===== src/rtl/tlb_pkg.sv =====
package tlb_pkg;

  localparam int IDX_MAX_W = 8;

  typedef enum logic [1:0] {
    KIND_READ  = 2'b00,
    KIND_WRITE = 2'b01,
    KIND_EXEC  = 2'b10,
    KIND_RSVD  = 2'b11
  } accessKind_e;

  typedef enum logic [1:0] {
    RIGHT_RO   = 2'b00,
    RIGHT_RW   = 2'b01,
    RIGHT_XO   = 2'b10,
    RIGHT_NONE = 2'b11
  } accessRights_e;

  typedef struct packed {
    logic                 wr;
    logic [IDX_MAX_W-1:0] wrIdx;
    logic                 upd;
    logic [IDX_MAX_W-1:0] updIdx;
    logic                 setDirty;
    logic                 flush;
  } tlbStrobe_t;

  function automatic logic rightsAllow(logic [1:0] rights, logic [1:0] kind);
    return (kind == KIND_READ  && (rights == RIGHT_RO || rights == RIGHT_RW)) ||
           (kind == KIND_WRITE && rights == RIGHT_RW) ||
           (kind == KIND_EXEC  && rights == RIGHT_XO);
  endfunction

endpackage


===== src/rtl/tlb_assoc_data.sv =====
module tlb_assoc_data
  import tlb_pkg::*;
#(
  parameter int ENTRIES = 16,
  parameter int VPN_W   = 20,
  parameter int PFN_W   = 20
) (
  input  logic               clk,
  input  logic               rstN,
  input  tlbStrobe_t         strobe,
  input  logic [VPN_W-1:0]   lookupVpn,
  input  logic [VPN_W-1:0]   refillVpn,
  input  logic [PFN_W-1:0]   refillPfn,
  input  logic [1:0]         refillRights,
  input  logic               refillResident,
  output logic [ENTRIES-1:0] lookMatch,
  output logic [ENTRIES-1:0] refillMatch,
  output logic [ENTRIES-1:0] liveVec,
  output logic [PFN_W-1:0]   selPfn,
  output logic [1:0]         selRights,
  output logic               selResident,
  output logic               selDirty,
  output logic               selRef
);

  logic [ENTRIES-1:0][PFN_W-1:0] pfnMask;
  logic [ENTRIES-1:0][1:0]       rightsMask;
  logic [ENTRIES-1:0][2:0]       flagMask;

  for (genvar i = 0; i < ENTRIES; i++) begin : g_entry
    logic             liveQ, residentQ, dirtyQ, refQ;
    logic [VPN_W-1:0] tagQ;
    logic [PFN_W-1:0] pfnQ;
    logic [1:0]       rightsQ;
    logic             wrHere, updHere;

    assign wrHere  = strobe.wr  && (strobe.wrIdx  == IDX_MAX_W'(i));
    assign updHere = strobe.upd && (strobe.updIdx == IDX_MAX_W'(i));

    always_ff @(posedge clk or negedge rstN) begin
      if (!rstN)             liveQ <= 1'b0;
      else if (strobe.flush) liveQ <= 1'b0;
      else if (wrHere)       liveQ <= 1'b1;
    end

    // Refill takes priority over a reference/dirty update of the same slot.
    always_ff @(posedge clk) begin
      if (wrHere) begin
        tagQ      <= refillVpn;
        pfnQ      <= refillPfn;
        rightsQ   <= refillRights;
        residentQ <= refillResident;
        dirtyQ    <= 1'b0;
        refQ      <= 1'b0;
      end else if (updHere) begin
        refQ <= 1'b1;
        if (strobe.setDirty) dirtyQ <= 1'b1;
      end
    end

    assign lookMatch[i]   = liveQ && (tagQ == lookupVpn);
    assign refillMatch[i] = liveQ && (tagQ == refillVpn);
    assign liveVec[i]     = liveQ;
    assign pfnMask[i]     = lookMatch[i] ? pfnQ : '0;
    assign rightsMask[i]  = lookMatch[i] ? rightsQ : '0;
    assign flagMask[i]    = lookMatch[i] ? {residentQ, dirtyQ, refQ} : '0;
  end

  // AND-OR read mux: at most one match line is high.
  always_comb begin
    logic [2:0] flags;
    selPfn    = '0;
    selRights = '0;
    flags     = '0;
    for (int i = 0; i < ENTRIES; i++) begin
      selPfn    = selPfn    | pfnMask[i];
      selRights = selRights | rightsMask[i];
      flags     = flags     | flagMask[i];
    end
    {selResident, selDirty, selRef} = flags;
  end

endmodule


===== src/rtl/tlb_assoc_ctrl.sv =====
module tlb_assoc_ctrl
  import tlb_pkg::*;
#(
  parameter int ENTRIES = 16
) (
  input  logic               clk,
  input  logic               rstN,
  input  logic               lookupValid,
  input  logic [1:0]         lookupKind,
  input  logic [ENTRIES-1:0] lookMatch,
  input  logic               refillValid,
  input  logic [ENTRIES-1:0] refillMatch,
  input  logic [ENTRIES-1:0] liveVec,
  input  logic               flushAll,
  input  logic [1:0]         selRights,
  input  logic               selResident,
  output logic               hit,
  output logic               miss,
  output logic               pageFault,
  output logic               protFault,
  output logic               grant,
  output tlbStrobe_t         strobe
);

  logic [IDX_MAX_W-1:0] ptrQ;
  logic                 anyHit, anyRefillMatch, allLive, usePtr;
  logic [IDX_MAX_W-1:0] hitIdx, matchIdx, freeIdx, slotIdx;

  function automatic logic [IDX_MAX_W-1:0] encodeOneHot(logic [ENTRIES-1:0] vec);
    logic [IDX_MAX_W-1:0] idx = '0;
    for (int i = 0; i < ENTRIES; i++)
      if (vec[i]) idx = idx | IDX_MAX_W'(i);
    return idx;
  endfunction

  function automatic logic [IDX_MAX_W-1:0] lowestFree(logic [ENTRIES-1:0] live);
    logic [IDX_MAX_W-1:0] idx = '0;
    for (int i = ENTRIES - 1; i >= 0; i--)
      if (!live[i]) idx = IDX_MAX_W'(i);
    return idx;
  endfunction

  assign anyHit         = |lookMatch;
  assign anyRefillMatch = |refillMatch;
  assign allLive        = &liveVec;

  assign hit       = lookupValid && anyHit;
  assign miss      = lookupValid && !anyHit;
  assign pageFault = hit && !selResident;
  assign protFault = hit && selResident && !rightsAllow(selRights, lookupKind);
  assign grant     = hit && selResident && rightsAllow(selRights, lookupKind);

  assign hitIdx   = encodeOneHot(lookMatch);
  assign matchIdx = encodeOneHot(refillMatch);
  assign freeIdx  = lowestFree(liveVec);
  assign usePtr   = !anyRefillMatch && allLive;
  assign slotIdx  = anyRefillMatch ? matchIdx : (allLive ? ptrQ : freeIdx);

  always_comb begin
    strobe          = '0;
    strobe.wr       = refillValid && !flushAll;
    strobe.wrIdx    = slotIdx;
    strobe.upd      = grant;
    strobe.updIdx   = hitIdx;
    strobe.setDirty = (lookupKind == KIND_WRITE);
    strobe.flush    = flushAll;
  end

  always_ff @(posedge clk or negedge rstN) begin
    if (!rstN) ptrQ <= '0;
    else if (refillValid && !flushAll && usePtr)
      ptrQ <= (ptrQ == IDX_MAX_W'(ENTRIES - 1)) ? '0 : ptrQ + 1'b1;
  end

endmodule


===== src/rtl/tlb_assoc.sv =====
module tlb_assoc
  import tlb_pkg::*;
#(
  parameter int ENTRIES   = 16,
  parameter int VA_W      = 32,
  parameter int PA_W      = 32,
  parameter int PAGE_BITS = 12
) (
  input  logic                      clk,
  input  logic                      rstN,
  input  logic                      lookupValid,
  input  logic [VA_W-1:0]           lookupVa,
  input  logic [1:0]                lookupKind,
  output logic                      hit,
  output logic                      miss,
  output logic                      pageFault,
  output logic                      protFault,
  output logic [PA_W-1:0]           physAddr,
  output logic                      hitDirty,
  output logic                      hitRef,
  input  logic                      refillValid,
  input  logic [VA_W-PAGE_BITS-1:0] refillVpn,
  input  logic [PA_W-PAGE_BITS-1:0] refillPfn,
  input  logic [1:0]                refillRights,
  input  logic                      refillResident,
  input  logic                      flushAll
);

  localparam int VPN_W = VA_W - PAGE_BITS;
  localparam int PFN_W = PA_W - PAGE_BITS;

  tlbStrobe_t         strobe;
  logic [ENTRIES-1:0] lookMatch, refillMatch, liveVec;
  logic [PFN_W-1:0]   selPfn;
  logic [1:0]         selRights;
  logic               selResident, selDirty, selRef, grant;

  tlb_assoc_data #(.ENTRIES(ENTRIES), .VPN_W(VPN_W), .PFN_W(PFN_W)) i_data (
    .clk(clk), .rstN(rstN), .strobe(strobe),
    .lookupVpn(lookupVa[VA_W-1:PAGE_BITS]), .refillVpn(refillVpn),
    .refillPfn(refillPfn), .refillRights(refillRights), .refillResident(refillResident),
    .lookMatch(lookMatch), .refillMatch(refillMatch), .liveVec(liveVec),
    .selPfn(selPfn), .selRights(selRights), .selResident(selResident),
    .selDirty(selDirty), .selRef(selRef)
  );

  tlb_assoc_ctrl #(.ENTRIES(ENTRIES)) i_ctrl (
    .clk(clk), .rstN(rstN), .lookupValid(lookupValid), .lookupKind(lookupKind),
    .lookMatch(lookMatch), .refillValid(refillValid), .refillMatch(refillMatch),
    .liveVec(liveVec), .flushAll(flushAll), .selRights(selRights),
    .selResident(selResident), .hit(hit), .miss(miss), .pageFault(pageFault),
    .protFault(protFault), .grant(grant), .strobe(strobe)
  );

  assign physAddr = grant ? {selPfn, lookupVa[PAGE_BITS-1:0]} : '0;
  assign hitDirty = hit && selDirty;
  assign hitRef   = hit && selRef;

endmodule


===== config.mk =====
export PLATFORM = sky130hd
export DESIGN_NAME = tlb_assoc
export DESIGN_NICKNAME = d
export VERILOG_FILES = /design/src/rtl/tlb_pkg.sv /design/src/rtl/tlb_assoc_data.sv /design/src/rtl/tlb_assoc_ctrl.sv /design/src/rtl/tlb_assoc.sv
export SDC_FILE = /design/constraint.sdc
export NUM_CORES = 1
export LEC_CHECK = 0
export BUFFER_PORTS_ARGS = -buffer_cell sky130_fd_sc_hd__clkbuf_2
export CAP_MARGIN = 20
export CORE_MARGIN = 2
export CORE_UTILIZATION = 55
export CTS_CLUSTER_DIAMETER = 120
export CTS_CLUSTER_SIZE = 24
export DETAILED_ROUTE_END_ITERATION = 12
export MAX_ROUTING_LAYER = met4
export PLACE_DENSITY = 0.74
export SLEW_MARGIN = 30
export SYNTH_ARGS = -nofsm -noshare
export SYNTH_HDL_FRONTEND = slang
export SYNTH_SLANG_ARGS = --single-unit

===== constraint.sdc =====
create_clock -name clk -period 5.9 [get_ports clk]
set_clock_uncertainty 0.2 [all_clocks]
set_input_delay 0 -clock clk [delete_from_list [all_inputs] [get_ports clk]]
set_output_delay 0 -clock clk [all_outputs]
set_load 0.03 [all_outputs]

==> results.txt <==
Entering global routing, the biggest net connects 47 pins. Averaged over all synthesized cells, the footprint is 13.8 um^2. The top cell types in the final layout, fill and taps aside, are 688 x edfxtp_1, 473 x xnor2_1, 165 x xor2_1. The post-route non-filler standard cell count is 3548. The final-report setup violation count is 0. Setup repair after global routing left no endpoint under its margin. The start point of the critical path is refillVpn[7]. For this design the ratio of total power to cell area is 246 nW/um^2. The most frequent standard cell in the layout excluding fill and tap cells is edfxtp_1. From left edge to right edge, the die measures 255 um. The number of warnings issued by yosys is 0. The H-tree depth came out at 2. The post-cts gate resize count came out at 0. In this run the number of cells on the critical path is 11. The endpoint identified for the worst register-to-register timing path is i_data.g_entry[8].pfnQ[19]. Global routing consumed, over all layers together, 35.4% of the routing resources. For this run, the top clock speed supported by timing is 195 MHz. The kind of path behind the tightest hold check is in2reg. After synthesis, the share of flip-flops with an asynchronous set or reset is 3.23%.

The critical path capture point type is a flip-flop. The count of buffers added by post-CTS timing repair for setup came out at 0. The total length of routed wires is 111 mm. The final weighted congestion of routability-driven global placement came out at 0.999. The area enclosed by the die boundary came out at 65100 um^2. The core box area is 62700 um^2. The flop-to-flop setup slack came out at 0.82 ns.

The first global-routing pass estimated 160 mm of wire. The post-route clock period utilization came out at 86.8%. The initial cell density of the core came out at 55.3%.

STA classifies the critical path startpoint as an input port. The post-detailed-route DRC marker count is 0. The number of buffers inserted by port buffering came out at 119.

In the routed layout, each cell is associated on average with a via count of 6.65. The via count of the first global-routing pass is 23.4k. The final critical-path required period is 5.12 ns.

The critical path ends at i_data.g_entry[8].pfnQ[19]. The peak supply drop came out at 0.000226 V. The flow ran to the end, and the final reports show no timing, DRC or antenna violations. The row count came out at 92. The number of storage elements in the synthesis netlist is 744. The final layout contains 2761 nets. Traced cell by cell, the critical path runs through dlygate4sd3_1, clkbuf_2, xor2_1, or4_1, nor4_1, a22oi_1, nand4_1, o21bai_1, nor4b_1, nor2b_4, buf_12. The highest net fanout along the worst path came out at 25.

The endpoint arrival time on the critical path is 5.22 ns. The number of DRC violations after detailed-routing iteration 0 came out at 2722. The number of cells after detailed placement is 3433. The total number of clock tree sinks came out at 744. The later-pin clock latency in the skew report came out at 0.62 ns. Clock-pin slew was measured on the worst setup and hold paths at 0.10 ns. The first-pass iteration count of the detailed router came out at 7. The number of CTS-inserted buffers is 36. The slowest stage of the critical path is the nor2b_4 cell. The cell count after synthesis came out at 2515.

For this run, the leading register cell type out of synthesis is edfxtp_1. The total power after layout is 9.39 mW. The fraction of final layout cells sized beyond drive strength 1 came out at 11.5%. The netlist uses 67 different library cells.

The half-perimeter wire length after detailed placement is 70.0 mm. The final sum of negative setup slack came out at 0 ns. The die span in y is 255 um. The average routed wire per standard cell is 31.4 um.

Global routing finished with a remaining overflow of 0. The cell family contributing the most delay on the critical path is simple AND/OR/NAND/NOR gates. The largest buffer count on any clock path came out at 3.

Max-cap violations in this run came to 0. The sequential-to-total area share from yosys stat came out at 63.1%. The max-slew violation count came out at 0.

The required time of the critical path came out at 6.00 ns. The number of buffers and inverters on the critical path is 3. The I/O pin total is 120. The worst slew margin relative to its limit came out at 25.5%. From synthesis to final layout, the design area changed by 10.1%. The worst register-to-register path begins at i_data.g_entry[9].tagQ[8]. CTS placed an instance of clkbuf_16 at the clock tree root. In this run, synthesis inferred 688 flip-flops with an integrated enable. The number of nets in the synthesized netlist came out at 2598. The critical path is of the in2reg type. In this run the static leakage power is 12.2 nW.

The via count is 23.6k. TritonCTS built the clock tree. The hold violation count in the final report came out at 0. On the worst path, the slowest cell contributes a delay of 0.82 ns. For the worst flop-to-flop path, the logic depth is 9. The cell area after synthesis came out at 34700 um^2. For the pin with the worst max-slew slack, the measured transition is 1.11 ns. The initial antenna violation count came out at 6. The number of nets with antenna violations after routing is 0.
## final cells by class
type,count,area [um^2]
Multi-Input combinational cell,1563,11900
Antenna cell,6,15.0
Clock inverter,3,66.3
Inverter,63,236
Clock buffer,53,965
Sequential cell,744,21900
Tap cell,846,1060
Fill cell,4817,24500
Timing Repair Buffer,270,2020
## power breakdown
group	switching (mW)	leakage, nW	internal, mW
registers	0.0270	6.79	5.80
clock network	1.67	0.492	1.17
logic	0.490	4.93	0.239
## registers in the layout, indices dropped and copies added (netlist names)
register / cells
i_ctrl.ptrQ: 8
i_data.g_entry.dirtyQ: 16
i_data.g_entry.liveQ: 16
i_data.g_entry.pfnQ: 320
i_data.g_entry.refQ: 16
i_data.g_entry.residentQ: 16
i_data.g_entry.rightsQ: 32
i_data.g_entry.tagQ: 320
## synth_stat cells, types with 43 or more instances
cell	n	share of area [%]
a221oi_1	64	1.6
a22o_1	64	1.6
a22oi_1	63	1.4
and3_1	53	0.96
buf_2	43	0.62
clkbuf_1	61	0.66
edfxtp_1	688	60
inv_1	63	0.68
nand3_1	88	1.3
nand4_1	144	2.6
nor2_1	48	0.52
nor4_1	84	1.5
xnor2_1	473	12
xor2_1	165	4.2
## per-stage QoR
stage | cell area [um^2] | setup WS (ns) | hold WS (ns) | utilization (%)
final | 38200 | 0.782 | 0.0721 | 60.9
after CTS | 38200 | 0.913 | 0.00135 | 60.9
after floorplan | 34700 | 0.782 | -0.496 | -
after detailed placement | 36600 | 0.821 | -0.115 | 58.4
after global placement | 36600 | 0.916 | -0.114 | 58.3
after global routing | 38200 | 0.663 | 0.0255 | 60.9
## repair_timing
action                                  4_1_cts  5_1_grt
hold buffers                                 53        0
endpoints found under the setup margin        0        0
endpoints found under the hold margin       660        0
## worst reg2reg max path, cell delays in order (launching register included)
cell      delay (ns)
edfxtp_1        0.44
xor2_1          0.19
or4_1           0.54
nor4_1          0.69
a22oi_1         0.35
nand4_1         0.34
o21bai_1        0.15
nor4b_1         0.73
nor2b_4         0.82
buf_12          0.30
## cells by family (layout without fill, tap and decap cells)
logic type / count (synthesis) / count (layout) / share of synthesized area (%)
simple gates: 591 / 591 / 10.3
fa+ha+maj: 1 / 1 / 0.0360
xor+xnor: 638 / 638 / 16.1
flops: 744 / 744 / 63.1
buf+inv: 208 / 389 / 2.95
mux: 3 / 3 / 0.0973
compound gates: 330 / 330 / 7.44
other cells: 0 / 6 / 0
## per-layer routing
metal	vias to the layer above	GRT usage [%]	wire length (um)	share of wire, %
li1	9927	-	-	-
met1	11700	45.7	41700	37
met2	1677	55.8	52200	47
met3	337	5.29	11600	10
met4	0	16.2	5920	5.3
met5	-	-	0	0
## worst min-delay path by stage
stage                                endpoint  cells after the start          from
floorplan                      i_ctrl.ptrQ[0]                      0          rstN
global placement               i_ctrl.ptrQ[2]                      1          rstN
detailed placement             i_ctrl.ptrQ[7]                      1          rstN
CTS                 i_data.g_entry[3].tagQ[9]                      1  refillVpn[9]
global route        i_data.g_entry[5].tagQ[9]                      1  refillVpn[9]
finish              i_data.g_entry[3].tagQ[9]                      1  refillVpn[9]
Note: power is estimated with default switching activity, not from simulation.
